**config.mk**
```make
export PLATFORM = sky130hd
export DESIGN_NAME = elem_sel_ctrl
export DESIGN_NICKNAME = d
export VERILOG_FILES = /design/src/rtl/elem_sel_pkg.sv /design/src/rtl/elem_sel_capture.sv /design/src/rtl/elem_sel_onehot.sv /design/src/rtl/elem_sel_cell.sv /design/src/rtl/elem_sel_ctrl.sv
export SDC_FILE = /design/constraint.sdc
export NUM_CORES = 2
export LEC_CHECK = 0
export BUFFER_PORTS_ARGS = -buffer_cell sky130_fd_sc_hd__buf_4
export CAP_MARGIN = 25
export CORE_AREA = 2 2 413 415
export CTS_BUF_LIST = sky130_fd_sc_hd__clkbuf_16
export DETAILED_ROUTE_END_ITERATION = 10
export DIE_AREA = 0 0 415 417
export PLACE_DENSITY = 0.56
export REMOVE_ABC_BUFFERS = 1
export SYNTH_ARGS = -nofsm -noshare
export SYNTH_HDL_FRONTEND = slang
export SYNTH_SLANG_ARGS = --single-unit
```
**constraint.sdc**
```tcl
create_clock -name clk_i -period 1.65 [get_ports clk_i]
set_input_delay 0.33 -clock clk_i [delete_from_list [all_inputs] [get_ports clk_i]]
set_output_delay 0.33 -clock clk_i [all_outputs]
set_load 0.02 [all_outputs]
```
**src/rtl/elem_sel_pkg.sv**
```systemverilog
package elem_sel_pkg;

  // Mode a cell is in at one pipeline stage.
  typedef enum logic [1:0] {
    CM_IDLE = 2'd0,
    CM_RX   = 2'd1,
    CM_TXH  = 2'd2,
    CM_TXL  = 2'd3
  } cell_mode_e;

  function automatic cell_mode_e cell_mode(input logic hit, input logic tx, input logic pulse);
    if (!hit)      return CM_IDLE;
    else if (!tx)  return CM_RX;
    else if (pulse) return CM_TXH;
    else           return CM_TXL;
  endfunction

endpackage

```
**src/rtl/elem_sel_capture.sv**
```systemverilog
module elem_sel_capture #(
  parameter int ROW_W = 4,
  parameter int COL_W = 4
) (
  input  logic             clk_i,
  input  logic             rst_i,
  input  logic [ROW_W-1:0] row_i,
  input  logic [COL_W-1:0] col_i,
  input  logic             tx_i,
  input  logic             pulse_i,
  output logic [ROW_W-1:0] row_q,
  output logic [COL_W-1:0] col_q,
  output logic             tx_q,
  output logic             pulse_q,
  output logic             armed_q
);

  // armed_q keeps every cell idle until a real sample has been taken.
  always_ff @(posedge clk_i) begin
    if (rst_i) begin
      row_q   <= '0;
      col_q   <= '0;
      tx_q    <= 1'b0;
      pulse_q <= 1'b0;
      armed_q <= 1'b0;
    end else begin
      row_q   <= row_i;
      col_q   <= col_i;
      tx_q    <= tx_i;
      pulse_q <= pulse_i;
      armed_q <= 1'b1;
    end
  end

endmodule

```
**src/rtl/elem_sel_onehot.sv**
```systemverilog
module elem_sel_onehot #(
  parameter int W = 4,
  localparam int N = 1 << W
) (
  input  logic [W-1:0] code_i,
  input  logic         en_i,
  output logic [N-1:0] hot_o
);

  for (genvar k = 0; k < N; k++) begin : g_line
    assign hot_o[k] = en_i && (code_i == W'(k));
  end

endmodule

```
**src/rtl/elem_sel_cell.sv**
```systemverilog
module elem_sel_cell
  import elem_sel_pkg::*;
(
  input  logic clk_i,
  input  logic rst_i,
  input  logic hit_i,
  input  logic tx_i,
  input  logic pulse_i,
  output logic pull_up_o,
  output logic pull_dn_o,
  output logic sw_close_o,
  output logic amp_pwr_o,
  output logic rx_stage_o
);

  cell_mode_e now_m;  // mode from freshly captured inputs (look-ahead)
  cell_mode_e cur_m;  // mode being presented this cycle
  cell_mode_e old_m;  // mode presented one cycle before (look-back)

  assign now_m      = cell_mode(hit_i, tx_i, pulse_i);
  assign rx_stage_o = (cur_m == CM_RX);

  // Pull-up tracks cur_m exactly, so pulse width is preserved; pull-down
  // gives up the cycles adjacent to a high pulse on either side.
  always_ff @(posedge clk_i) begin
    if (rst_i) begin
      cur_m      <= CM_IDLE;
      old_m      <= CM_IDLE;
      pull_up_o  <= 1'b0;
      pull_dn_o  <= 1'b0;
      sw_close_o <= 1'b0;
      amp_pwr_o  <= 1'b0;
    end else begin
      cur_m      <= now_m;
      old_m      <= cur_m;
      pull_up_o  <= (cur_m == CM_TXH);
      pull_dn_o  <= (cur_m == CM_TXL) && (now_m != CM_TXH) && (old_m != CM_TXH);
      sw_close_o <= (cur_m == CM_RX);
      amp_pwr_o  <= (cur_m == CM_RX);
    end
  end

endmodule

```
**src/rtl/elem_sel_ctrl.sv**
```systemverilog
module elem_sel_ctrl #(
  parameter int ROW_W = 4,
  parameter int COL_W = 4,
  localparam int NROWS  = 1 << ROW_W,
  localparam int NCOLS  = 1 << COL_W,
  localparam int NCELLS = NROWS * NCOLS
) (
  input  logic              clk_i,
  input  logic              rst_i,
  input  logic [ROW_W-1:0]  row_addr_i,
  input  logic [COL_W-1:0]  col_addr_i,
  input  logic              tx_mode_i,
  input  logic              tx_pulse_i,
  output logic [NCELLS-1:0] pull_up_o,
  output logic [NCELLS-1:0] pull_dn_o,
  output logic [NCELLS-1:0] sw_close_o,
  output logic [NCELLS-1:0] amp_pwr_o,
  output logic [NCOLS-1:0]  col_buf_o
);

  logic [ROW_W-1:0]  row_q;
  logic [COL_W-1:0]  col_q;
  logic              tx_q;
  logic              pulse_q;
  logic              armed_q;
  logic [NROWS-1:0]  row_hot;
  logic [NCOLS-1:0]  col_hot;
  logic [NCELLS-1:0] rx_stage;
  logic [NROWS-1:0]  col_rx [NCOLS];

  elem_sel_capture #(.ROW_W(ROW_W), .COL_W(COL_W)) u_cap (
    .clk_i   (clk_i),
    .rst_i   (rst_i),
    .row_i   (row_addr_i),
    .col_i   (col_addr_i),
    .tx_i    (tx_mode_i),
    .pulse_i (tx_pulse_i),
    .row_q   (row_q),
    .col_q   (col_q),
    .tx_q    (tx_q),
    .pulse_q (pulse_q),
    .armed_q (armed_q)
  );

  elem_sel_onehot #(.W(ROW_W)) u_row_dec (
    .code_i (row_q),
    .en_i   (armed_q),
    .hot_o  (row_hot)
  );

  elem_sel_onehot #(.W(COL_W)) u_col_dec (
    .code_i (col_q),
    .en_i   (armed_q),
    .hot_o  (col_hot)
  );

  for (genvar r = 0; r < NROWS; r++) begin : g_row
    for (genvar c = 0; c < NCOLS; c++) begin : g_col
      localparam int IDX = r * NCOLS + c;
      elem_sel_cell u_cell (
        .clk_i      (clk_i),
        .rst_i      (rst_i),
        .hit_i      (row_hot[r] && col_hot[c]),
        .tx_i       (tx_q),
        .pulse_i    (pulse_q),
        .pull_up_o  (pull_up_o[IDX]),
        .pull_dn_o  (pull_dn_o[IDX]),
        .sw_close_o (sw_close_o[IDX]),
        .amp_pwr_o  (amp_pwr_o[IDX]),
        .rx_stage_o (rx_stage[IDX])
      );
      assign col_rx[c][r] = rx_stage[IDX];
    end
  end

  // Shared column buffer: powered only while a cell of its column receives.
  for (genvar c = 0; c < NCOLS; c++) begin : g_buf
    always_ff @(posedge clk_i) begin
      if (rst_i) col_buf_o[c] <= 1'b0;
      else       col_buf_o[c] <= |col_rx[c];
    end
  end

endmodule

```
# == Word-level counts from Yosys, hierarchy flattened ==
# Index checks and enable logic that the tools add are counted.
# op_classes
n_mux,259
eq_ne,1310
n_reduce_logical,818
# ops
cell,count
$eq 2x2->1 const B,512
$ne 2x2->1 const B,512
$logic_and 1x1->1,800
$mux 2,257
$eq 2x1->1 const B,256
$reduce_or 16->1,16
$eq 4x4->1 const B,16
$eq 4x3->1 const B,8
$eq 4x2->1 const B,4
$eq 4x1->1 const B,2
$logic_not 4->1,2
$mux 1,2
# word_totals
regBits,1819
input_bits,12
word_cells,3688
output_inout_bits,1040

# == Longest topological paths before layout ==
# depth
ltp_word,7
depth_mapped,7
ltp_nobuf,4

# == Cells and area by module ==
# From an unflattened synthesis, not the netlist that was laid out.
# hier_totals
cells_unflattened,5575
hier_area_um2,62153.4
# modules_own_cells
module,cells_per_inst,seq_area_each_um2,area_per_inst_um2,instances
elem_sel_cell,20,140.1,230.2,256
elem_sel_ctrl,386,320.3,2648.8,1
elem_sel_capture,23,220.2,332.8,1
elem_sel_onehot,23,0.0,117.6,2

# == Worst setup path before layout ==
# No wires, ideal clock.
# synth_path
path_kind,register to register
from,register u_cap.armed_q
to,register g_row[0].g_col[8].u_cell.pull_dn_o
setup_time_ps,140
arrival_time_ps,1388
stages_incl_launch_ff,5
n_path_buf,1
synth_period_minus_slack_ps,1528
path_slack_ps,122
t_required_ps,1510
path_cell_list,dfxtp_1 > or3b_4 > nor4_4 > buf_4 > a21oi_1
# synth_between
elab_chain_len,6
word_cells_on_any_way,7
classes_between,1 x eq/ne; 1 x mux; 5 x reduce/logical
# synth_rtl
element,line,rtl
"start, declared",elem_sel_capture.sv:15,output logic armed_q
"start signal, assigned",elem_sel_capture.sv:25,armed_q <= 1'b0;
"start signal, assigned",elem_sel_capture.sv:31,armed_q <= 1'b1;
$logic_and 1x1->1,elem_sel_onehot.sv:11,assign hot_o[k] = en_i && (code_i == W'(k));
$logic_and 1x1->1 *,elem_sel_ctrl.sv:63,".hit_i (row_hot[r] && col_hot[c]),"
$mux 2 *,elem_sel_pkg.sv:12,if (!hit) return CM_IDLE;
$ne 2x2->1 *,elem_sel_cell.sv:37,pull_dn_o <= (cur_m == CM_TXL) && (now_m != CM_TXH) && (old_m != CM_TXH);
$logic_and 1x1->1 * (2 in a row),elem_sel_cell.sv:37,
"end signal, assigned",elem_sel_cell.sv:37,
"end, declared",elem_sel_cell.sv:10,"output logic pull_dn_o,"
# Mark *: on every way between the ends. The rest lies on a longest branch, timed or not.
# A chain may end at the register's enable or synchronous reset.

# == Worst setup path in the final report ==
# layout_path
from,register u_cap.armed_q
to,register g_row[4].g_col[0].u_cell.cur_m[0]
# layout_between
elab_chain_len,3
word_cells_on_any_way,4
classes_between,1 x mux; 3 x reduce/logical
# layout_rtl
element,line,rtl
$logic_and 1x1->1,elem_sel_onehot.sv:11,
$logic_and 1x1->1 *,elem_sel_ctrl.sv:63,
$mux 2 *,elem_sel_pkg.sv:12,
"end signal, assigned",elem_sel_cell.sv:34,cur_m <= now_m;
"end, declared",elem_sel_cell.sv:17,cell_mode_e cur_m;
# Marked as above.

==> results by group <==
Outcome
  • Outcome: finished with violations
  • Violated checks: negative setup slack

Setup path
  • CP Launch Type: flop
  • Worst R2R End: g_row[4].g_col[0].u_cell.cur_m[0]
  • CP required: approximately 2400 ps
  • Crit path capture: g_row[4].g_col[0].u_cell.cur_m[0]
  • Critical path data arrival time: about 2500 ps
  • Worst setup EP type: flop
  • CP Launch Point: u_cap.armed_q
  • Crit Path Class: flop to flop
  • Reg2reg setup slack: -80 ps
  • Reg2reg start: u_cap.armed_q
  • R2R depth: 7
  • Max FO, Critical Path: 6

Die
  • Die area: 0.173 mm2
  • # rows: roughly 150
  • Die Span X: between 400 and 500 um
  • Die height: roughly 420 um
  • Core area: roughly 0.17 mm2
  • Initial Util: around 35%
  • IO Pins: 1052

Timing
  • Hold Fails Final Rpt: 0
  • Rel. slew slack: between 50% and 60%
  • Final count of pins violating max slew: 0
  • Fin crit period: 1730 ps
  • Skew final: between 30 and 40 ps
  • RSZ-0062 raised after global routing: yes
  • Final WS setup: -79.0 ps
  • Final Setup Violations: 80
  • Max Fclk: about 580 MHz
  • Slew @ Worst Pin: roughly 610 ps
  • Fin Hold WS: about 360 ps
  • Fin crit share: 105%

Detailed routing
  • ANT nets after route: 0
  • Drt first pass iters: 5
  • DRC viols: 0
  • DRT Wirelength: 211 mm
  • Wire length per cell: between 20 and 25 um
  • Max Used Layer: met4
  • Met2 Wirelength: 104 mm
  • Vias per Instance: roughly 4.5
  • DRT iter0 DRCs: 2390
  • WL met1: about 89 mm
  • Vias: 39100
  • Met3 WL: 10.8 mm

Clock tree
  • Clk slew on worst S/H paths: 70 ps
  • H-tree levels: 4
  • Root cell of the clock tree: clkbuf_16
  • Clock Tree Buf Depth: 3
  • Latest clock arrival within the worst-skew pair: 800 ps
  • CTS tree: done
  • Total CTS buffers: 182
  • Total clock sinks: about 1800

Power
  • Max VDD drop: ~0.00094 V
  • Power per standard cell area: ~1100 mW/mm2
  • Leak pwr: 0.0312 uW
  • Final total power: about 87000 uW

Global routing
  • Vias in the first global route: roughly 38000
  • Initial antenna violation count: 14
  • Overflow after GRT: 0
  • Largest net degree at the start of global routing: 55
  • GRT Util Overall: between 20% and 30%
  • First-pass GRT wire length: 280 mm

Place
  • I/O Buffers: around 1100
  • GP Congestion: ~0.85
  • Post-DP Area: between 0.06 and 0.07 mm2
  • Placed Cells: 8273
  • DP Wirelength: 153 mm

Worst hold path
  • Min-delay worst type: input pin to flop

Synthesis
  • Seq cells post-synth: ~1800
  • Mapped Cells: ~5900
  • YS warnings: 0
  • Cell Area, Synth: roughly 0.060 mm2
  • Syn avg cell area: around 10 um2
  • Register area share after synthesis: 61.0%
  • Distinct cells, synth: 29

Flow run
  • Max cap viols: 0

Finish
  • Share of post-route cells with drive strength above 1: 38.6%
  • Final net count: 6312
  • Non-filler cells, final: just under 9000
  • Synthesis-to-finish area growth: 31.1%
  • Final instance area: between 0.07 and 0.08 mm2
## registers in the layout, indices dropped and copies added, names as in the netlist
| signal | cells |
|---|---|
| u_cap.armed_q | 1 |
| u_cap.row_q | 4 |
| g_row.g_col.u_cell.sw_close_o | 255 |
| g_row.g_col.u_cell.pull_up_o | 256 |
| u_cap.pulse_q | 1 |
| u_cap.tx_q | 1 |
| g_row.g_col.u_cell.old_m | 512 |
| g_row.g_col.u_cell.cur_m | 512 |
| g_row.g_col.u_cell.pull_dn_o | 256 |
| col_buf_o | 16 |
| g_row.g_col.u_cell.amp_pwr_o | 1 |
| u_cap.col_q | 4 |
## cells by family after synthesis
group	share of synthesized area, %
flops	61.0
buf+inv	15.5
compound gates	3.77
simple gates	19.7
## through the flow
step                      setup TNS (ps)  utilization [%]  setup WS (ps)
after floorplan                   -82470                -           -247
after global placement             -9880             39.2           -171
after detailed placement           -9910             39.2           -140
after CTS                         -11340             45.3          -83.4
after global routing              -19990             46.4           -144
final                              -2800             46.4          -79.0
## what timing repair did
item	in CTS	in global routing
gates resized for setup	1475	365
gates cloned	1	16
hold buffers	11	0
setup endpoints to repair	1103	1016
pin swaps	21	43
hold endpoints to repair	11	0
buffers inserted	9	31
## worst max-delay path: stages (launching register included)
cell and delay (ps):
dfxtp_2 350, buf_6 110, or3b_4 430, nor3_4 240, buf_12 180, buf_12 120
nand2_8 80, nor2_4 110
## cell usage after synthesis, drive strengths merged
cell type / count / area (um2)
nand3: 266 / 1330
nor2: 751 / 2860
buf: 1133 / 8220
dfxtp: 1819 / 36400
clkbuf: 81 / 304
nor3: 200 / 1040
a2111oi: 16 / 140
nand2b: 308 / 1930
and3: 2 / 12.5
nand2: 70 / 268
nor4: 1 / 21.3
a21oi: 257 / 1290
nor2b: 479 / 3000
a31oi: 16 / 100
nand3b: 4 / 33.8
o2111ai: 16 / 140
and3b: 4 / 35.0
o22ai: 48 / 300
and2: 192 / 1200
nor3b: 2 / 15.0
a221oi: 32 / 280
or3b: 2 / 22.5
inv: 193 / 724
## power by group
| group | total [uW] | switching, uW | leakage (uW) | internal (uW) |
|---|---|---|---|---|
| sequential | 43700 | 43.1 | 0.0150 | 43600 |
| combinational | 1500 | 964 | 0.0131 | 532 |
| clock | 42000 | 17900 | 0.00312 | 24100 |
| total | 87200 | 19000 | 0.0312 | 68200 |
## worst min-delay path by stage
stage / start / to / depth (start not counted)
2_1_floorplan: rst_i / u_cap.armed_q / 1
3_3_place_gp: g_row[11].g_col[13].u_cell.cur_m[1] / g_row[11].g_col[13].u_cell.sw_close_o / 1
3_5_place_dp: g_row[0].g_col[4].u_cell.cur_m[1] / g_row[0].g_col[4].u_cell.sw_close_o / 1
4_1_cts: col_addr_i[1] / u_cap.col_q[1] / 3
5_1_grt: col_addr_i[0] / u_cap.col_q[0] / 3
6_report: col_addr_i[1] / u_cap.col_q[1] / 3
## layer usage
layer	vias to the layer above	track usage, %
met2	1222	39.2
met5	-	0
met3	291	3.80
met4	0	8.13
met1	19000	28.7
li1	18500	-
## area by class of cell
type                            count  area [um2]
Tap cell                         2218        2780
Timing Repair Buffer             1436       15800
Fill cell                       15300       90300
Multi-Input combinational cell   2668       15200
Clock buffer                      182        4550
Inverter                          193         724
Sequential cell                  1819       37500
Antenna cell                        5        12.5
Clock inverter                    155        1560
## cell usage in the layout (no fill, tap or decap), types with 24 or more instances in the layout
cell type and count:
clkbuf_16 193, nor3_1 192, dfxtp_2 384, nand2b_1 306, clkinv_1 35, and2_1 192, dfxtp_4 173, nor2b_1 476
o22ai_1 48, bufinv_16 24, buf_6 834, inv_1 230, nor2_4 49, a21oi_2 73, nor2_1 663, a21oi_1 177
nand2_1 31, a221oi_1 32, clkinv_2 30, buf_4 439, dfxtp_1 1262, nor2_2 39, buf_12 127, nand3_1 258
Power figures use the tool's default switching activity.
